==> src/rtl/rf_pkg.sv <==
package rf_pkg;
  localparam int unsigned SEL8_W  = 3;
  localparam int unsigned SEL16_W = 2;
  localparam int unsigned NUM_GP  = 6;
  localparam int unsigned NUM_PAIRS = NUM_GP / 2;
  localparam logic [SEL16_W-1:0] PAIR_SP = 2'b11;
endpackage

==> src/rtl/rf_ptr_reg.sv <==
module rf_ptr_reg #(
  parameter int unsigned W = 16
) (
  input  logic         clk,
  input  logic         rst,
  input  logic         ld,
  input  logic [W-1:0] ld_val,
  input  logic         up,
  input  logic         dn,
  output logic [W-1:0] q
);
  localparam logic [W-1:0] ONE = W'(1);

  always_ff @(posedge clk) begin
    if (rst)
      q <= '0;
    else if (ld)
      q <= ld_val;
    else if (up && !dn)
      q <= q + ONE;
    else if (dn && !up)
      q <= q - ONE;
  end
endmodule

==> src/rtl/rf_gp_bank.sv <==
module rf_gp_bank
  import rf_pkg::*;
#(
  parameter int unsigned DW = 8
) (
  input  logic                         clk,
  input  logic                         rst,
  input  logic                         wr8_en,
  input  logic [SEL8_W-1:0]            wr8_sel,
  input  logic [DW-1:0]                wr8_data,
  input  logic                         wr16_en,
  input  logic [SEL16_W-1:0]           wr16_sel,
  input  logic [2*DW-1:0]              wr16_data,
  output logic [NUM_GP-1:0][DW-1:0]    regs_q
);
  for (genvar i = 0; i < NUM_GP; i++) begin : g_reg
    localparam int unsigned PAIR  = i / 2;
    localparam bit          IS_HI = (i % 2) == 0;
    logic pair_hit, byte_hit;
    logic [DW-1:0] pair_byte;

    assign pair_hit  = wr16_en && (wr16_sel == SEL16_W'(PAIR));
    assign byte_hit  = wr8_en && (wr8_sel == SEL8_W'(i));
    assign pair_byte = IS_HI ? wr16_data[2*DW-1:DW] : wr16_data[DW-1:0];

    always_ff @(posedge clk) begin
      if (rst)
        regs_q[i] <= '0;
      else if (pair_hit)
        regs_q[i] <= pair_byte;
      else if (byte_hit)
        regs_q[i] <= wr8_data;
    end
  end
endmodule

==> src/rtl/rf_core.sv <==
module rf_core
  import rf_pkg::*;
#(
  parameter int unsigned DW = 8
) (
  input  logic                clk,
  input  logic                rst,
  input  logic [2:0]          rd8_sel,
  output logic [DW-1:0]       rd8_data,
  input  logic                wr8_en,
  input  logic [2:0]          wr8_sel,
  input  logic [DW-1:0]       wr8_data,
  input  logic [1:0]          rd16_sel,
  output logic [2*DW-1:0]     rd16_data,
  input  logic                wr16_en,
  input  logic [1:0]          wr16_sel,
  input  logic [2*DW-1:0]     wr16_data,
  input  logic                tmp_wr_en,
  input  logic [2*DW-1:0]     tmp_wr_data,
  output logic [2*DW-1:0]     tmp_rd_data,
  input  logic                pc_inc,
  input  logic                pc_load,
  input  logic [2*DW-1:0]     pc_load_val,
  output logic [2*DW-1:0]     pc_out,
  input  logic                sp_inc,
  input  logic                sp_dec,
  input  logic                sp_load,
  input  logic [2*DW-1:0]     sp_load_val,
  output logic [2*DW-1:0]     sp_out
);
  localparam int unsigned AW = 2 * DW;

  logic [NUM_GP-1:0][DW-1:0] gp_q;
  logic                      sp_ld;
  logic [AW-1:0]             sp_ld_val;

  rf_gp_bank #(.DW(DW)) i_bank (
    .clk(clk), .rst(rst),
    .wr8_en(wr8_en), .wr8_sel(wr8_sel), .wr8_data(wr8_data),
    .wr16_en(wr16_en), .wr16_sel(wr16_sel), .wr16_data(wr16_data),
    .regs_q(gp_q)
  );

  // Stack pointer: explicit load ahead of pair write, both ahead of stepping
  assign sp_ld     = sp_load || (wr16_en && wr16_sel == PAIR_SP);
  assign sp_ld_val = sp_load ? sp_load_val : wr16_data;

  rf_ptr_reg #(.W(AW)) i_sp (
    .clk(clk), .rst(rst), .ld(sp_ld), .ld_val(sp_ld_val),
    .up(sp_inc), .dn(sp_dec), .q(sp_out)
  );

  rf_ptr_reg #(.W(AW)) i_pc (
    .clk(clk), .rst(rst), .ld(pc_load), .ld_val(pc_load_val),
    .up(pc_inc), .dn(1'b0), .q(pc_out)
  );

  // Temporary pair: a plain loadable word that never steps
  rf_ptr_reg #(.W(AW)) i_tmp (
    .clk(clk), .rst(rst), .ld(tmp_wr_en), .ld_val(tmp_wr_data),
    .up(1'b0), .dn(1'b0), .q(tmp_rd_data)
  );

  always_comb begin
    rd8_data = '0;
    for (int i = 0; i < NUM_GP; i++)
      if (rd8_sel == SEL8_W'(i)) rd8_data = gp_q[i];
  end

  always_comb begin
    rd16_data = sp_out;
    for (int p = 0; p < NUM_PAIRS; p++)
      if (rd16_sel == SEL16_W'(p)) rd16_data = {gp_q[2*p], gp_q[2*p+1]};
  end
endmodule

==> config.mk <==
export PLATFORM = sky130hd
export DESIGN_NAME = rf_core
export DESIGN_NICKNAME = d
export VERILOG_FILES = /design/src/rtl/rf_pkg.sv /design/src/rtl/rf_ptr_reg.sv /design/src/rtl/rf_gp_bank.sv /design/src/rtl/rf_core.sv
export SDC_FILE = /design/constraint.sdc
export NUM_CORES = 1
export LEC_CHECK = 0
export BUFFER_PORTS_ARGS = -buffer_cell sky130_fd_sc_hd__buf_2
export CORE_ASPECT_RATIO = 0.7
export CORE_UTILIZATION = 40
export CTS_BUF_LIST = sky130_fd_sc_hd__clkbuf_8
export DETAILED_ROUTE_END_ITERATION = 7
export PLACE_DENSITY_LB_ADDON = 0.15
export SKIP_LAST_GASP = 1
export SLEW_MARGIN = 20
export SYNTH_ARGS = -nofsm -noshare
export SYNTH_HDL_FRONTEND = slang
export SYNTH_SLANG_ARGS = --single-unit
==> constraint.sdc <==
create_clock -name clk -period 2.7 [get_ports clk]
set_input_delay 0.54 -clock clk [delete_from_list [all_inputs] [get_ports clk]]
set_output_delay 0.54 -clock clk [all_outputs]
set_load 0.005 [all_outputs]
==> results of run 1 <==
[final cells by class]
cell class                      instances  area [um^2]
Fill cell                            1369         6809
Multi-Input combinational cell        509         3745
Sequential cell                        96         1922
Timing Repair Buffer                  205         1156
Tap cell                              190        237.7
Clock buffer                           12        165.2
Inverter                               15        60.06
Clock inverter                          3        48.80
[layer usage]
layer	vias to the layer above	global-route usage, %	routed length, um
li1	2775	-	-
met1	2733	35.44	8896
met2	212	37.33	8170
met3	16	5.639	1424
met4	0	6.186	225
met5	-	0	0
[kinds of logic (layout without fill, tap and decap cells)]
logic type               Yosys count  count (layout)  synth area share (%)
XOR/XNOR                          24              24                 3.559
flip-flops                        96              96                 32.54
multiplexers                      99              99                 21.53
AND/OR/NAND/NOR                  216             216                 16.57
buffers and inverters             68             235                 4.513
AO/OA/AOI/OAI                    151             151                 17.14
adder cells (fa/ha/maj)           19              19                 4.153
[stage by stage]
| stage | power [mW] | utilization, % |
|---|---|---|
| after floorplan | 2.246 | - |
| after global placement | 2.656 | 50.25 |
| after detailed placement | 2.690 | 50.25 |
| after CTS | 3.736 | 51.76 |
| after global routing | 3.916 | 51.86 |
| final | 3.710 | 51.86 |
[cell usage after synthesis, drive strengths merged (2+ instances only)]
| master | instances | area, um^2 |
|---|---|---|
| a22oi | 8 | 60.06 |
| dfxtp | 96 | 1922 |
| nor4b | 3 | 26.28 |
| inv | 15 | 56.30 |
| clkbuf | 39 | 146.4 |
| or3 | 2 | 12.51 |
| xor2 | 11 | 96.34 |
| nor3b | 2 | 15.01 |
| nand2b | 4 | 25.02 |
| buf | 14 | 63.81 |
| nor3 | 9 | 56.31 |
| mux4 | 22 | 499.2 |
| nor2 | 113 | 426.7 |
| and3 | 6 | 37.54 |
| a211oi | 47 | 357.8 |
| o221ai | 2 | 17.52 |
| ha | 18 | 225.2 |
| o21ai | 11 | 58.81 |
| or2 | 2 | 12.52 |
| nand3b | 2 | 15.01 |
| a2111oi | 3 | 26.28 |
| nand4 | 2 | 12.51 |
| a21o | 5 | 37.54 |
| xnor2 | 13 | 113.9 |
| a21oi | 50 | 257.8 |
| nand2 | 39 | 146.4 |
| nor2b | 4 | 25.02 |
| nand3 | 21 | 105.1 |
| o22ai | 7 | 43.79 |
| a31oi | 6 | 37.54 |
| o211ai | 4 | 35.03 |
| mux2i | 76 | 760.7 |
[critical path, cell delays in order]
cell and delay [ns]:
buf_2 0.09, inv_1 0.05, ha_2 0.20, clkinvlp_4 0.20, ha_1 0.38, nor2b_1 0.16, o21ai_1 0.12, nand2b_1 0.10
a21oi_2 0.22, o211ai_1 0.20, buf_4 0.19, nor4b_1 0.29, nor3_1 0.09
[worst paths after layout]
path	from	end	slack [ns]
worst max register to register	i_sp.q[1]$_SDFFE_PP0P_	i_sp.q[14]$_SDFFE_PP0P_	0.31
worst max-delay path	sp_dec	i_sp.q[12]$_SDFFE_PP0P_	0.13
worst min register to register	i_tmp.q[10]$_SDFFE_PP0P_	i_tmp.q[10]$_SDFFE_PP0P_	0.49
worst min-delay path	pc_load_val[0]	i_pc.q[0]$_SDFFE_PP0P_	0.38
[cells in the final DEF (no fill, tap or decap), types with 3 or more instances in the layout]
| cell type | count |
|---|---|
| buf_2 | 163 |
| nor2_1 | 112 |
| dfxtp_1 | 96 |
| mux2i_1 | 76 |
| a21oi_1 | 48 |
| a211oi_1 | 45 |
| buf_4 | 40 |
| nand2_1 | 39 |
| mux4_2 | 21 |
| nand3_1 | 21 |
| ha_1 | 17 |
| inv_1 | 14 |
| xnor2_1 | 13 |
| clkbuf_8 | 12 |
| xor2_1 | 11 |
| o21ai_0 | 8 |
| a22oi_1 | 8 |
| nor3_1 | 8 |
| o22ai_1 | 7 |
| a31oi_1 | 6 |
| and3_1 | 6 |
| a21o_1 | 5 |
| nand2b_1 | 4 |
| nor2b_1 | 4 |
| o211ai_1 | 3 |
[sequential cells by signal, indices dropped and copies added, names as in the netlist]
register / cells
i_bank.regs_q: 48
i_pc.q: 16
i_sp.q: 16
i_tmp.q: 16
[power groups by stage]
| stage | clock network, mW | logic (mW) | registers [mW] |
|---|---|---|---|
| floorplan | 0 | 0.625 | 1.62 |
| global placement | 0 | 1.01 | 1.65 |
| detailed placement | 0 | 1.04 | 1.65 |
| CTS | 1.07 | 1.04 | 1.62 |
| finish | 1.03 | 1.05 | 1.62 |
| global route | 1.12 | 1.16 | 1.64 |
[repair_timing]
action | CTS | global route
setup endpoints to repair | 0 | 3
resized for setup | 0 | 2
setup buffers | 0 | 1
endpoints found under the hold margin | 0 | 0
==> flow_metrics.py, run 1 <==
metrics = {
    "placement": {
        "placed_area_um2": 7107,
        "gp_congestion": 0.8999,
        "dp.cells": 1014,
        "dp_hpwl_um": 14300,
        "pre_cts_slack_ns": -0.2889,
        "port_buffers": 163,
    },
    "routing": {
        "drt_first_pass_iters": 5,
        "drt_iter0_drc": 415,
        "wl_per_cell_um": 18.17,
        "drt_wl_total_um": 18720,
        "ant_nets": 0,
        "routed-via-count": 5736,
        "vias_per_cell": 5.569,
        "drcViolationCount": 0,
    },
    "global_routing": {
        "antenna_found_initial": 0,
        "grt_pass1_wl_um": 29460,
        "grt_usage_pct": 24.76,
        "grt_overflow_total": 0,
        "grt_pass1_vias": 5425,
        "grt_max_degree": 46,
    },
    "cells_and_area": {
        "final_nets": 947,
        "fin_cells": 1030,
        "final_area_um2": 7335,
        "area_growth_syn_to_layout_pct": 24.19,
        "layout-drive-gt1-share_pct": 30.71,
        "num_antenna_cells": 0,
    },
    "power": {
        "switching_share_pct": 31.87,
        "p_per_area_nw_per_um2": 505.8,
        "p_clk_share_pct": 27.8,
        "internal_power_mw": 2.527,
        "vdd_drop_max_v": 0.0002452,
        "combinationalPowerShare_pct": 28.4,
        "p_seq_share_pct": 43.7,
        "p_sw_mw": 1.182,
        "p_leak_nw": 3.236,
    },
    "clock_tree": {
        "clockBufferDepth": 2,
        "insertion_delay_ns": 0.38,
        "postCtsHoldBufs": 0,
        "cts_sinks": 96,
        "path_clk_slew_ns": 0.09,
        "cts-root-buf": "clkbuf_8",
        "cts_tree": "done",
        "numCtsBuffers": 9,
        "htreeDepth": 3,
    },
    "synthesis": {
        "synth_cell_types": 59,
        "yosys_warnings": 0,
        "synth_area_um2": 5906,
        "synth_edf_count": 0,
        "synth_seq_cells": 96,
        "async_flop_share_pct": 0,
        "syn_nets": 784,
        "yosysSeqAreaShare_pct": 32.54,
        "synthFlopType": "dfxtp_1",
        "postSynthAreaPerCell_um2": 8.775,
        "syn_inst": 673,
    },
    "hold_path": {
        "hold_depth": 3,
        "min_path_type": "in2reg",
    },
    "floorplanning": {
        "dieArea_um2": 15260,
        "die_w_um": 147.2,
        "std_cell_rows": 36,
        "pin_count": 164,
        "core_um2": 14140,
        "initial_core_util_pct": 41.76,
        "die-height_um": 103.7,
    },
    "sta": {
        "worst_slack_ns": 0.1250,
        "slew_violations": 0,
        "whs_ns": 0.3842,
        "fmax_mhz": 388.4,
        "slew_headroom_pct": 49.63,
        "min_period_ns": 2.575,
        "rsz0062_at_grt": "true",
        "setup_viol": 0,
        "worstMarginPinSlew_ns": 0.7556,
        "min_period_over_period_pct": 95.37,
        "final-hold-violation-count": 0,
        "finClkSkew_ns": 0.01127,
        "tns_ns": 0,
    },
    "worst_setup_path": {
        "r2r_cells": 9,
        "crit_type": "in2reg",
        "critPathCaptureType": "flop",
        "crit_fanout": 8,
        "critical_path_required_ns": 2.97,
        "arrival_ns": 2.84,
        "worstSetupStartpointType": "input pin",
    },
    "run": {
        "drv_cap": 0,
    },
    "status": {
        "outcome": "complete, no violations",
    },
}
(Power assumes the default switching activity.)
==> inputs of run 2 (changes only) <==
--- a/config.mk
+++ b/config.mk
@@ -6,7 +6,7 @@
 export NUM_CORES = 1
 export LEC_CHECK = 0
 export BUFFER_PORTS_ARGS = -buffer_cell sky130_fd_sc_hd__buf_2
-export CORE_ASPECT_RATIO = 0.7
+export CORE_ASPECT_RATIO = 0.8
 export CORE_UTILIZATION = 40
 export CTS_BUF_LIST = sky130_fd_sc_hd__clkbuf_8
 export DETAILED_ROUTE_END_ITERATION = 7
==> constraint.sdc (replaced) <==
create_clock -name clk -period 2.43 [get_ports clk]
set_input_delay 0.486 -clock clk [delete_from_list [all_inputs] [get_ports clk]]
set_output_delay 0.486 -clock clk [all_outputs]
set_load 0.005 [all_outputs]
==> run 2 against run 1 <==
Flip-flop and latch count is the same. Cell count grew 0.78%. Critical path depth is 1 lower. Highest routed layer unchanged. Non-clock buffer count is 12 higher. Sequential power rose by 10%. Largest cell class unchanged. Global-route usage rose by 0.63 points. Sequential share of layout area is 0.42 points lower. Die area about the same. Hold slack worse by 0.055 ns. Clock power increased by 6%. Power grew 11%. Setup slack worse by 0.080 ns.
==> flow_metrics.py, run 2 (synthesis results as in run 1) <==
metrics = {
    "cells_and_area": {
        "num_antenna_cells": 0,
        "largest_reg_flops": 48,
        "seq_area_um2": 1922,
        "multiInputGateArea_um2": 3780,
        "area_growth_syn_to_layout_pct": 26.21,
        "layout_commonest_cell": "buf_2",
        "layout-drive-gt1-share_pct": 32.32,
        "final_nets": 960,
        "nFillCells": 1415,
        "largest_register": "i_bank.regs_q",
        "final_area_um2": 7453,
        "layout_common_cells": "buf_2, nor2_1, dfxtp_1, mux2i_1, buf_4",
    },
    "sta": {
        "tns_ns": 0,
        "min_period_over_period_pct": 98.16,
        "rsz0062_at_grt": "true",
        "worstMarginPinSlew_ns": 0.7473,
        "slew_headroom_pct": 50.18,
        "min_period_ns": 2.385,
        "whs_ns": 0.3295,
        "finClkSkew_ns": 0.007807,
        "setup_viol": 0,
        "slew_violations": 0,
        "fmax_mhz": 419.3,
        "final-hold-violation-count": 0,
    },
    "placement": {
        "dp_hpwl_um": 14460,
        "gp_congestion": 0.9048,
        "placed_area_um2": 7224,
        "port_buffers": 163,
    },
    "global_routing": {
        "grt_pass1_vias": 5482,
        "use_met3_pct": 5.533,
        "grt_use_met1_pct": 35.49,
        "grt_max_degree": 63,
        "grt_pass1_wl_um": 29610,
        "gr-max-usage-layer": "met2",
        "grt_overflow_total": 0,
        "use_met2_pct": 39.37,
        "grt_usage_pct": 25.39,
        "antenna_found_initial": 0,
    },
    "worst_setup_path": {
        "cp-startpoint": "sp_dec",
        "critPathCaptureType": "flop",
        "worstSetupStartpointType": "input pin",
        "crit_type": "in2reg",
        "critical_path_required_ns": 2.75,
        "arrival_ns": 2.70,
        "r2r-start": "i_sp.q[0]$_SDFFE_PP0P_",
        "rrSetupSlack_ns": 0.19,
        "crit_fanout": 5,
    },
    "floorplanning": {
        "dieArea_um2": 15260,
        "die-height_um": 110.7,
        "die_w_um": 137.9,
        "pin_count": 164,
        "std_cell_rows": 39,
        "initial_core_util_pct": 41.17,
        "core_um2": 14350,
    },
    "run": {
        "drv_cap": 0,
    },
    "power": {
        "vdd_drop_max_v": 0.0004164,
        "p_leak_nw": 3.294,
        "power_mw": 4.125,
        "p_per_area_nw_per_um2": 553.4,
    },
    "hold_path": {
        "worstHoldStart": "pc_load_val[1]",
        "min_path_type": "in2reg",
    },
    "status": {
        "outcome": "complete, no violations",
    },
    "routing": {
        "drt_iter0_drc": 385,
        "vias_per_cell": 5.653,
        "wl_per_cell_um": 18.55,
        "ant_nets": 0,
        "routed-via-count": 5868,
        "drt_wl_total_um": 19260,
        "drcViolationCount": 0,
        "drt_first_pass_iters": 5,
    },
    "clock_tree": {
        "insertion_delay_ns": 0.38,
        "cts_sinks": 96,
        "postCtsHoldBufs": 0,
        "cts_tree": "done",
        "path_clk_slew_ns": 0.10,
        "htreeDepth": 3,
        "clockBufferDepth": 2,
        "cts-root-buf": "clkbuf_8",
        "numCtsBuffers": 9,
    },
}
==> run 2: cell count changes in the layout (fill, tap and decap cells not counted), sizes merged <==
cell / delta
clkinv: +2
clkbuf: -3
buf: +12
inv: +1
clkinvlp: +2
==> run 2: power breakdown <==
part / switching [mW] / internal, mW
registers: 0.107 / 1.68
clock network: 0.610 / 0.476
logic: 0.643 / 0.604
total: 1.36 / 2.77
==> run 2: path summary, 6_finish.rpt <==
kind,to,cells after the start
worst max-delay path,i_sp.q[11]$_SDFFE_PP0P_,12
worst min-delay path,i_pc.q[1]$_SDFFE_PP0P_,3
worst max register to register,i_sp.q[14]$_SDFFE_PP0P_,9
worst min register to register,i_tmp.q[12]$_SDFFE_PP0P_,2
==> run 2: layer usage <==
metal	up-vias	routed length (um)
li1	2805	-
met1	2810	8811
met2	224	8803
met3	29	1381
met4	0	264
met5	-	0
==> run 2: layout make-up <==
cell class                      instances  share of cell area (%)
Inverter                               15                  0.8058
Clock buffer                            9                   1.662
Timing Repair inverter                  1                  0.1007
Tap cell                              184                   3.089
Sequential cell                        96                   25.78
Multi-Input combinational cell        509                   50.71
Timing Repair Buffer                  217                   16.89
Clock inverter                          7                  0.9569
==> run 2: worst max-delay path, stage by stage <==
cell	delay, ns
buf_2	0.10
inv_2	0.05
ha_4	0.17
clkinvlp_4	0.17
buf_4	0.20
ha_1	0.35
a21o_1	0.14
o2111ai_2	0.15
a21oi_2	0.24
nor2_1	0.09
or4_4	0.48
o211ai_2	0.08
==> run 2: per-stage QoR <==
| stage | cells | utilization (%) | setup slack, ns |
|---|---|---|---|
| floorplan | 673 | - | -0.2384 |
| global placement | 1020 | 50.36 | -0.3549 |
| detailed placement | 1020 | 50.36 | -0.4073 |
| CTS | 1037 | 51.78 | 0.002110 |
| global route | 1038 | 51.95 | -0.04007 |
| finish | 1038 | 51.95 | 0.04481 |
==> run 2: timing repair <==
action                                  4_1_cts  5_1_grt
endpoints found under the setup margin        2        9
pin swaps                                     1        1
cloned                                        0        1
buffers inserted                              1        0
endpoints found under the hold margin         0        0
resized for setup                             1        6
